[src/rtl/wdt_lock.sv]
module wdt_lock #(
  parameter int ADDR_W   = 8,
  parameter logic [ADDR_W-1:0] ADDR = 8'h12,
  parameter int RELOAD_W = 6,
  parameter int PRESCALE = 24576
) (
  input  logic                  clk,
  input  logic                  rst_n,
  input  logic                  bus_sel,
  input  logic                  bus_wr,
  input  logic [ADDR_W-1:0]     bus_addr,
  input  logic [RELOAD_W+1:0]   bus_wdata,
  output logic [RELOAD_W+1:0]   bus_rdata,
  input  logic                  halt_req,
  output logic                  rst_req
);
  localparam int DATA_W = RELOAD_W + 2;
  localparam int PRE_W  = $clog2(PRESCALE + 1);
  localparam logic [PRE_W-1:0] PRE_LAST = PRE_W'(PRESCALE - 1);

  logic                en_q;
  logic [RELOAD_W-1:0] reload_q, cnt_q;
  logic [PRE_W-1:0]    pre_q;

  logic addr_hit, wr_hit, swrst, tick, expire, fire, start, refresh, store;
  logic [RELOAD_W-1:0] wval;

  assign addr_hit = bus_sel && (bus_addr == ADDR);
  assign wr_hit   = addr_hit && bus_wr;
  assign wval     = bus_wdata[DATA_W-1:2];
  assign swrst    = wr_hit && bus_wdata[0] && !bus_wdata[1];
  assign tick     = en_q && (pre_q == PRE_LAST);
  assign expire   = tick && (cnt_q == '0);
  assign fire     = swrst || (en_q && halt_req) || expire;
  assign start    = wr_hit && !en_q && bus_wdata[0] && bus_wdata[1];
  assign refresh  = wr_hit && en_q && bus_wdata[1];
  assign store    = wr_hit && !en_q && !bus_wdata[0];

  assign bus_rdata = addr_hit ? {reload_q, 1'b0, en_q} : '0;

  always_ff @(posedge clk) begin
    if (!rst_n) begin
      en_q     <= 1'b0;
      reload_q <= '1;
      cnt_q    <= '1;
      pre_q    <= '0;
      rst_req  <= 1'b0;
    end else begin
      rst_req <= fire && !rst_req;
      if (fire) begin
        en_q     <= 1'b0;
        reload_q <= '1;
        cnt_q    <= '1;
        pre_q    <= '0;
      end else if (start || refresh) begin
        en_q     <= 1'b1;
        reload_q <= wval;
        cnt_q    <= wval;
        pre_q    <= '0;
      end else if (store) begin
        reload_q <= wval;
      end else if (tick) begin
        pre_q <= '0;
        cnt_q <= cnt_q - 1'b1;
      end else if (en_q) begin
        pre_q <= pre_q + 1'b1;
      end
    end
  end

  AST_STICKY_EN: assert property (@(posedge clk) disable iff (!rst_n)
    en_q |=> (en_q || rst_req));
  AST_PULSE_ONE: assert property (@(posedge clk) disable iff (!rst_n)
    rst_req |=> !rst_req);
  AST_CLEAR_ON_REQ: assert property (@(posedge clk) disable iff (!rst_n)
    rst_req |-> (!en_q && (&reload_q)));
  AST_SW_RESET: assert property (@(posedge clk) disable iff (!rst_n)
    (bus_sel && bus_wr && bus_addr == ADDR && bus_wdata[0] && !bus_wdata[1] && !rst_req)
    |=> rst_req);
  AST_HALT_RUN: assert property (@(posedge clk) disable iff (!rst_n)
    (halt_req && en_q && !rst_req) |=> rst_req);
  AST_HALT_IDLE: assert property (@(posedge clk) disable iff (!rst_n)
    (halt_req && !en_q && !bus_sel) |=> !rst_req);
  AST_IDLE_PRESCALER: assert property (@(posedge clk) disable iff (!rst_n)
    !en_q |-> (pre_q == '0));
endmodule

[config.mk]
export PLATFORM = sky130hd
export DESIGN_NAME = wdt_lock
export DESIGN_NICKNAME = d
export VERILOG_FILES = /design/src/rtl/wdt_lock.sv
export SDC_FILE = /design/constraint.sdc
export NUM_CORES = 1
export LEC_CHECK = 0
export ABC_CLOCK_PERIOD_IN_PS = 4750
export BUFFER_PORTS_ARGS = -buffer_cell sky130_fd_sc_hd__buf_4
export CAP_MARGIN = 20
export CORE_MARGIN = 1
export CORE_UTILIZATION = 40
export CTS_CLUSTER_SIZE = 20
export DETAILED_ROUTE_END_ITERATION = 10
export GPL_ROUTABILITY_DRIVEN = 0
export PLACE_DENSITY = 0.69
export SLEW_MARGIN = 25
export SYNTH_ARGS = -nofsm -noshare
export SYNTH_HDL_FRONTEND = slang
export SYNTH_SLANG_ARGS = --single-unit
[constraint.sdc]
create_clock -name clk -period 4.75 [get_ports clk]
set_input_delay 0.475 -clock clk [delete_from_list [all_inputs] [get_ports clk]]
set_output_delay 0.475 -clock clk [all_outputs]
set_load 0.05 [all_outputs]
==> results of run 1 <==
-- area by class of cell --
cell class / count / share of cell area
Multi-Input combinational cell: 139 / 0.480
Sequential cell: 29 / 0.305
Timing Repair Buffer: 29 / 0.114
Clock buffer: 6 / 0.0434
Tap cell: 48 / 0.0316
Clock inverter: 2 / 0.0197
Inverter: 3 / 0.00592
-- metal layers --
metal | global-route usage | part of all wire | vias to the layer above
met4 | 0.0682 | 0.012 | 0
met3 | 0.0500 | 0.038 | 4
met1 | 0.204 | 0.50 | 573
li1 | - | - | 678
met2 | 0.261 | 0.45 | 19
met5 | 0 | 0 | -
-- final timing paths --
kind	start	end	slack [ps]	cells past startpoint
max	en_q	pre_q[12]	2350	6
min	bus_wdata[6]	cnt_q[4]	400	2
max reg2reg	en_q	pre_q[12]	2350	6
min reg2reg	rst_req	rst_req	420	1
-- registers in the layout, indices dropped and copies added, names as in the netlist --
signal    count
en_q          1
pre_q        15
cnt_q         6
reload_q      6
rst_req       1
-- per-stage QoR --
stage | cells | power [W] | area [µm²] | utilization
floorplan | 177 | 0.000260 | 1540 | -
global placement | 248 | 0.000276 | 1780 | 0.483
detailed placement | 248 | 0.000277 | 1780 | 0.483
CTS | 256 | 0.000543 | 1900 | 0.516
global route | 256 | 0.000553 | 1900 | 0.516
finish | 256 | 0.000538 | 1900 | 0.516
-- power by group through the flow --
stage / clock network, W / registers [W] / logic (W)
2_1_floorplan: 0 / 0.000249 / 0.0000110
3_3_place_gp: 0 / 0.000249 / 0.0000273
3_5_place_dp: 0 / 0.000249 / 0.0000279
4_1_cts: 0.000272 / 0.000243 / 0.0000278
5_1_grt: 0.000280 / 0.000243 / 0.0000298
6_report: 0.000267 / 0.000243 / 0.0000276
-- synthesized netlist by cell type (2+ instances only) --
library cell / number
nand2_1: 18
nand3_1: 6
a21o_1: 2
a21oi_1: 4
nor2_1: 26
and2_1: 8
o211ai_1: 2
a211oi_1: 2
ha_1: 3
o21ai_1: 5
nor4_1: 3
nand3b_1: 2
nor3_1: 4
nor4_4: 2
xor2_1: 6
mux2i_1: 6
or4_1: 2
nand4_1: 5
dfxtp_1: 29
xnor2_1: 8
inv_1: 3
clkbuf_1: 3
nand2b_1: 5
-- worst max-delay path: stages (launching register included) --
cell      delay (ps)
dfxtp_1          570
nand4_1          250
nor4_4           750
a211oi_1         170
buf_4            230
nand2_1          220
nor2_1            90
-- logic make-up (layout without fill, tap and decap cells) --
family	count (synthesis)	count (layout)	share of synthesized area
mux	6	6	0.0390
xor+xnor	14	14	0.0797
flops	29	29	0.377
other cells	1	1	0.00244
compound gates	22	22	0.100
buf+inv	9	40	0.0301
fa+ha+maj	3	3	0.0244
simple gates	93	93	0.347
==> results.ini, run 1 <==
[outcome]
run_status = complete, no violations

[critical_path]
path_class = reg2reg
endpoint_kind = flop
cp-start-kind = flop
path_max_fanout = 18
crit_required_ps = 4910
crit_arrival_ps = 2560

[clock_network]
post_cts_buffers = 0
numCtsBuffers = 5
h-tree-depth = 2
path_clk_slew_ps = 70
clock_latency_ps = 280
clockRootBuffer = clkbuf_8
cts_hold_buffers = 0
cts_buffer_depth = 2
cts.sinks = 29
cts_tree = done
cts_resized = 0

[power]
sequentialPowerShare = 0.452
p_switching_w = 0.000110
internal_power_w = 0.000428
p_clk_frac = 0.496
peakVddDrop_v = 0.000172
p_comb_frac = 0.051
leakage_nw = 0.805
powerDensity_nw_per_um2 = 283
swShare = 0.204

[global_route]
overflow = 0
grt_pass1_wl_mm = 5.22
grtUsageTotal = 0.164
antenna_found_initial = 0
grt_max_degree = 19
grt_pass1_vias = 1206

[sta]
finalCritPeriodShare = 0.505
rsz0062_at_grt = false
slew_violations = 0
skew_ps = 9.86
layout_setup_ws_ps = 2350
period_needed_ps = 2400
finalHoldViolCount = 0
holdWs_ps = 404
slew_headroom = 0.443
setup_tns_ps = 0
worstMarginPinSlew_ps = 829
setup_viol = 0
fmax_ghz = 0.417

[floorplan]
die_w_um = 64.0
core_um2 = 3690
die_h_um = 64.0
rows = 22
initial_core_util = 0.417
die-area_um2 = 4100
num_io_pins = 30

[final_layout]
num_antenna_cells = 0
nNetsFinal = 231
synthToLayoutAreaGrowth_pct = 23.6
drive_above_1_share = 0.216
multi_input_area_um2 = 912
regArea_um2 = 581
n_fill_cell = 356
final_cell_mix = dfxtp_1, buf_4, nor2_1

[place]
pre_cts_slack_ps = 2320
io_buffers = 28
place_hpwl_mm = 2.25

[logic_synthesis]
synth_edf_count = 0
yosysTopAreaCellShare = 0.377
syn_inst = 177
yosysSeqAreaShare = 0.377
ys_seq_elements = 29
synth.distinct_cells = 46
synth_top_cell_by_area = dfxtp_1
async_flop_share = 0
ys.flop_type = dfxtp_1
synth.area.top_cells = dfxtp_1, nor2_1, xnor2_1
avgSynthCellArea_um2 = 8.69
synth_nets = 201
yosys_warnings = 0
netlist_area_um2 = 1540

[job]
max-cap-violations = 0

[detailed_routing]
routed_wl_mm = 3.06
via_count = 1274
final_antenna_net_count = 0
drt_iter0_markers = 56
vias_per_cell = 4.98
remaining_drc_errors = 0
drtPass1Iterations = 4
wl_per_cell_um = 12.0

[worst_hold_path]
hp-class = in2reg

Note: power is estimated with default switching activity, not from simulation.
==> run 2: changes to the inputs <==
ABC_CLOCK_PERIOD_IN_PS = 2000   (was 4750)
PLACE_DENSITY = 0.71   (was 0.69)
clock period = 2 ns   (was 4.75 ns; I/O delays follow)
==> results.ini, run 2 (same netlist as run 1, synthesis figures left out) <==
[global_route]
antenna_found_initial = 0  ; unchanged
grtUsageTotal = 0.184  ; was 0.164
grt_pass1_vias = 1240  ; was 1206
grt_pass1_wl_mm = 5.69  ; was 5.22 mm
overflow = 0  ; unchanged
grt_max_degree = 15  ; was 19

[sta]
setup_tns_ps = 0  ; unchanged
finalHoldViolCount = 0  ; unchanged
period_needed_ps = 1800  ; was 2400 ps
finalCritPeriodShare = 0.898  ; was 0.505
skew_ps = 5.53  ; was 9.86 ps
slew_headroom = 0.644  ; was 0.443
rsz0062_at_grt = false  ; unchanged
holdWs_ps = 131  ; was 404 ps
worstMarginPinSlew_ps = 533  ; was 829 ps
setup_viol = 0  ; unchanged
fmax_ghz = 0.557  ; was 0.417 GHz
slew_violations = 0  ; unchanged

[final_layout]
final_common_cell = buf_4
top_regs = pre_q (15), cnt_q (6), reload_q (6)  ; unchanged
largest-register = pre_q  ; unchanged
drive_above_1_share = 0.253  ; was 0.216
post-route-util = 0.529  ; was 0.516
largest_reg_flops = 15  ; unchanged
nNetsFinal = 240  ; was 231
synthToLayoutAreaGrowth_pct = 26.8  ; was 23.6%
final_cell_mix = buf_4, dfxtp_1, nor2_1  ; was dfxtp_1, buf_4, nor2_1
num_antenna_cells = 0  ; unchanged

[clock_network]
cts_buffer_depth = 2  ; unchanged
cts.sinks = 29  ; unchanged
path_clk_slew_ps = 60  ; was 70 ps
cts_tree = done  ; unchanged
clock_latency_ps = 290  ; was 280 ps
h-tree-depth = 2  ; unchanged
numCtsBuffers = 5  ; unchanged
clockRootBuffer = clkbuf_8  ; unchanged
cts_hold_buffers = 0  ; unchanged

[floorplan]
rows = 22  ; unchanged
die-area_um2 = 4100  ; unchanged
core_um2 = 3690  ; unchanged
die_h_um = 64.0  ; unchanged
die_w_um = 64.0  ; unchanged
initial_core_util = 0.417  ; unchanged
num_io_pins = 30  ; unchanged

[power]
powerDensity_nw_per_um2 = 605  ; was 283 nW/µm²
leakage_nw = 0.847  ; was 0.805 nW
peakVddDrop_v = 0.000433  ; was 0.000172 V
p_total_w = 0.00118  ; was 0.000538 W

[job]
max-cap-violations = 0  ; unchanged

[place]
place_hpwl_mm = 2.45  ; was 2.25 mm
io_buffers = 28  ; unchanged

[detailed_routing]
drtPass1Iterations = 4  ; unchanged
final_antenna_net_count = 0  ; unchanged
remaining_drc_errors = 0  ; unchanged
drt_iter0_markers = 62  ; was 56
via_count = 1379  ; was 1274
vias_per_cell = 5.20  ; was 4.98
wl_per_cell_um = 12.4  ; was 12.0 µm
routed_wl_mm = 3.29  ; was 3.06 mm

[critical_path]
cp-start-kind = flop  ; unchanged
r2r_start = pre_q[0]  ; was en_q
crit_arrival_ps = 1970  ; was 2560 ps
regToRegEndpoint = cnt_q[2]  ; was pre_q[12]
crit_required_ps = 2170  ; was 4910 ps
path_max_fanout = 14  ; was 18
endpoint_kind = flop  ; unchanged
r2r_slack_ps = 200  ; was 2350 ps
r2r_cells = 7  ; was 6
path_class = reg2reg  ; unchanged

[outcome]
run_status = complete, no violations  ; unchanged

[worst_hold_path]
hp-start = bus_wdata[6]  ; unchanged
hold_path_end = cnt_q[4]  ; unchanged
hp-class = in2reg  ; unchanged
min_path_cells = 2  ; unchanged

## run 2: worst max-delay path by stage
stage	start	to	slack, ps	cells after the start
finish	pre_q[0]	cnt_q[2]	200	7
CTS	en_q	cnt_q[2]	140	6
detailed placement	bus_addr[3]	cnt_q[5]	110	6
global route	pre_q[0]	cnt_q[2]	60	7
floorplan	bus_addr[3]	cnt_q[5]	240	6
global placement	bus_addr[3]	cnt_q[5]	150	6
## run 2: power by group
part | internal (W) | switching, W | leakage [nW]
Combinational | 0.0000354 | 0.0000319 | 0.558
Sequential | 0.000578 | 0.0000000871 | 0.235
Clock | 0.000310 | 0.000226 | 0.0542
Total | 0.000923 | 0.000258 | 0.847
## run 2: area by class of cell
class / count / area, µm²
timing repair buffer: 38 / 285
fill: 358 / 1740
tap: 48 / 60.1
multi-input combinational: 139 / 912
inverter: 3 / 11.3
sequential: 29 / 582
clock inverter: 1 / 5.00
clock buffer: 7 / 96.3
## run 2: routing by layer
metal,global-route usage,part of all wire,up-vias
met2,0.303,0.48,42
met5,0,0,-
met1,0.221,0.45,631
li1,-,-,698
met3,0.0482,0.049,8
met4,0.0852,0.020,0
## run 2: per-stage QoR
step           cell area (µm²)  setup slack (ps)  instances
5_1_grt                   1950              64.5        265
3_3_place_gp              1850               145        257
4_1_cts                   1950               144        265
3_5_place_dp              1850               113        257
6_report                  1950               204        265
2_1_floorplan             1540               239        177
## run 2: timing repair
action,4_1_cts,5_1_grt
gates resized for setup,0,1
endpoints found under the setup margin,0,2
buffers inserted,0,0
## run 2: worst max-delay path, cell delays in order, from the launching register on
cell and delay [ps]:
dfxtp_1 390, ha_1 240, nand4b_1 160, nor4_4 280
buf_4 270, nand3_1 90, a21oi_1 170, o21ai_1 80
==> run 3: changes to the inputs <==
ABC_AREA = 1   (was not set)
PLACE_DENSITY = 0.7   (was 0.71)
==> results.ini, run 3 <==
[critical_path]
r2r_slack_ps = 280  ; was 200 ps
cp-endpoint = pre_q[11]  ; was cnt_q[2]
r2r_cells = 10  ; was 7
crit_required_ps = 2210  ; was 2170 ps
path_max_fanout = 15  ; was 14
regToRegEndpoint = pre_q[11]  ; was cnt_q[2]
crit_arrival_ps = 1930  ; was 1970 ps
setup.worst_path.start = pre_q[0]  ; unchanged
r2r_start = pre_q[0]  ; unchanged
cp-start-kind = flop  ; unchanged
endpoint_kind = flop  ; unchanged
path_class = reg2reg  ; unchanged

[logic_synthesis]
syn_inst = 245  ; was 177
synth.area.top_cells = dfxtp_1, nand2_1, nand3_1  ; was dfxtp_1, nor2_1, xnor2_1
synth.distinct_cells = 37  ; was 46
synth_commonest_cells = nand2_1, inv_1, dfxtp_1, nand3_1, nor2_1  ; was dfxtp_1, nor2_1, nand2_1, and2_1, xnor2_1
synth_top_cell_by_area = dfxtp_1  ; unchanged
synth_edf_count = 0  ; unchanged
yosys_warnings = 0  ; unchanged
synthMostInstantiatedCell = nand2_1  ; was dfxtp_1
yosysTopAreaCellShare = 0.312  ; was 0.377
avgSynthCellArea_um2 = 7.60  ; was 8.69 µm²
yosysSeqAreaShare = 0.312  ; was 0.377
ys_seq_elements = 29  ; unchanged
netlist_area_um2 = 1860  ; was 1540 µm²
synth_nets = 269  ; was 201
ys.flop_type = dfxtp_1  ; unchanged
async_flop_share = 0  ; unchanged

[global_route]
grt_max_degree = 19  ; was 15
grt_pass1_wl_mm = 6.16  ; was 5.69 mm
grt_pass1_vias = 1424  ; was 1240
grtUsageTotal = 0.157  ; was 0.184
overflow = 0  ; unchanged
antenna_found_initial = 0  ; unchanged

[clock_network]
clock_latency_ps = 290  ; about the same
numCtsBuffers = 5  ; unchanged
cts_tree = done  ; unchanged
clockRootBuffer = clkbuf_8  ; unchanged
cts.sinks = 29  ; unchanged
path_clk_slew_ps = 60  ; about the same
cts_resized = 0  ; unchanged
h-tree-depth = 2  ; unchanged
cts_hold_buffers = 0  ; unchanged
post_cts_buffers = 0  ; unchanged
cts_buffer_depth = 2  ; unchanged

[power]
p_total_w = 0.00120  ; was 0.00118 W
peakVddDrop_v = 0.000242  ; was 0.000433 V
powerDensity_nw_per_um2 = 552  ; was 605 nW/µm²
leakage_nw = 1.09  ; was 0.847 nW

[detailed_routing]
wl_per_cell_um = 10.6  ; was 12.4 µm
met3_length_um = 143  ; was 161 µm
final_antenna_net_count = 0  ; unchanged
drt_iter0_markers = 43  ; was 62
remaining_drc_errors = 0  ; unchanged
dr_wl_met2_mm = 1.60  ; was 1.57 mm
vias_per_cell = 4.75  ; was 5.20
routed_wl_mm = 3.48  ; was 3.29 mm
top_layer_used = met4  ; unchanged
via_count = 1552  ; was 1379
drtPass1Iterations = 4  ; unchanged
m1WireLength_mm = 1.66  ; was 1.49 mm

[place]
io_buffers = 28  ; unchanged
pre_cts_slack_ps = 294  ; was 113 ps
place_hpwl_mm = 2.56  ; was 2.45 mm
postPlaceCellArea_um2 = 2070  ; was 1850 µm²

[final_layout]
top_regs = pre_q (15), cnt_q (6), reload_q (6)  ; unchanged
n_fill_cell = 450  ; was 358
multi_input_area_um2 = 1050  ; was 912 µm²
nNetsFinal = 298  ; was 240
final_common_cell = nand2_1  ; was buf_4
final_cell_mix = nand2_1, inv_1, buf_4  ; was buf_4, dfxtp_1, nor2_1
drive_above_1_share = 0.284  ; was 0.253
final_area_um2 = 2170  ; was 1950 µm²
synthToLayoutAreaGrowth_pct = 16.5  ; was 26.8%
regArea_um2 = 581  ; was 582 µm²
num_antenna_cells = 0  ; unchanged
largest-register = pre_q  ; unchanged
largest_reg_flops = 15  ; unchanged

[floorplan]
die_w_um = 70.2  ; was 64.0 µm
core_um2 = 4410  ; was 3690 µm²
die_h_um = 70.2  ; was 64.0 µm
num_io_pins = 30  ; unchanged
initial_core_util = 0.422  ; was 0.417
die-area_um2 = 4930  ; was 4100 µm²
rows = 24  ; was 22

[job]
max-cap-violations = 0  ; unchanged

[sta]
rsz0062_at_grt = false  ; unchanged
setup_viol = 0  ; unchanged
finalHoldViolCount = 0  ; unchanged
period_needed_ps = 1720  ; was 1800 ps
holdWs_ps = 223  ; was 131 ps
finalCritPeriodShare = 0.858  ; was 0.898
slew_violations = 0  ; unchanged
layout_setup_ws_ps = 283  ; was 204 ps
skew_ps = 6.07  ; was 5.53 ps
fmax_ghz = 0.582  ; was 0.557 GHz
setup_tns_ps = 0  ; unchanged

[worst_hold_path]
hp-class = in2reg  ; unchanged

[outcome]
run_status = complete, no violations  ; unchanged

==> run 3: cell types whose count changed after synthesis, sizes merged, moves of 5 or more <==
| cell | before | now |
|---|---|---|
| nand3 | 6 | 37 |
| or2 | 0 | 6 |
| buf | 3 | 8 |
| and2 | 8 | 0 |
| nand2 | 18 | 40 |
| nor4 | 5 | 0 |
| inv | 3 | 37 |
| mux2i | 6 | 0 |
| nand2b | 5 | 0 |
| xnor2 | 8 | 1 |
| nor2 | 26 | 50 |
==> run 3: metal layers <==
| metal | GRT usage | vias up |
|---|---|---|
| li1 | - | 835 |
| met1 | 0.192 | 684 |
| met2 | 0.250 | 27 |
| met3 | 0.0447 | 6 |
| met4 | 0.0778 | 0 |
| met5 | 0 | - |
==> run 3: how the worst min path moves through the flow <==
stage | from | end | cells after the start
finish | bus_wdata[5] | reload_q[3] | 3
CTS | bus_wdata[5] | reload_q[3] | 3
detailed placement | reload_q[1] | reload_q[1] | 2
floorplan | rst_n | pre_q[2] | 2
global route | bus_wdata[5] | reload_q[3] | 3
global placement | reload_q[2] | reload_q[2] | 2
==> run 3: cells by family (layout without fill, tap and decap cells) <==
kind of cell / count (synthesis) / count (layout) / synth area share
DFF: 29 / 29 / 0.312
AOI/OAI and AO/OA: 14 / 14 / 0.0565
other: 1 / 1 / 0.00201
buffers and inverters: 45 / 75 / 0.122
and+or+nand+nor: 146 / 146 / 0.455
adders and majority gates: 3 / 3 / 0.0202
xor gates and xnor gates: 7 / 7 / 0.0329
==> run 3: worst max-delay path, stage by stage, from the launching register on <==
cell and delay [ps]:
dfxtp_1 340, ha_1 210, nand2_1 130, inv_1 50, nand3_1 110, nor2_4 60, nand3_2 80, inv_2 40
nor2_2 140, nand3_4 310, nor2_4 170
==> run 3: report_power, final <==
group          internal, W  switching, W  leakage [nW]
Clock             0.000310      0.000229        0.0542
Combinational    0.0000347     0.0000448         0.799
Sequential        0.000578   0.000000125         0.234
==> run 3: final cells by class <==
| cell class | instances | area share |
|---|---|---|
| repair buffers | 30 | 0.104 |
| multi-input cells | 171 | 0.486 |
| flip-flops and latches | 29 | 0.268 |
| clock buffers | 7 | 0.0444 |
| inverters | 37 | 0.0652 |
| well taps | 52 | 0.0300 |
| clock inverters | 1 | 0.00231 |
==> run 3: per-stage QoR <==
stage,utilization,std cells
global route,0.491,327
floorplan,-,245
global placement,0.468,319
CTS,0.491,327
detailed placement,0.468,319
finish,0.491,327
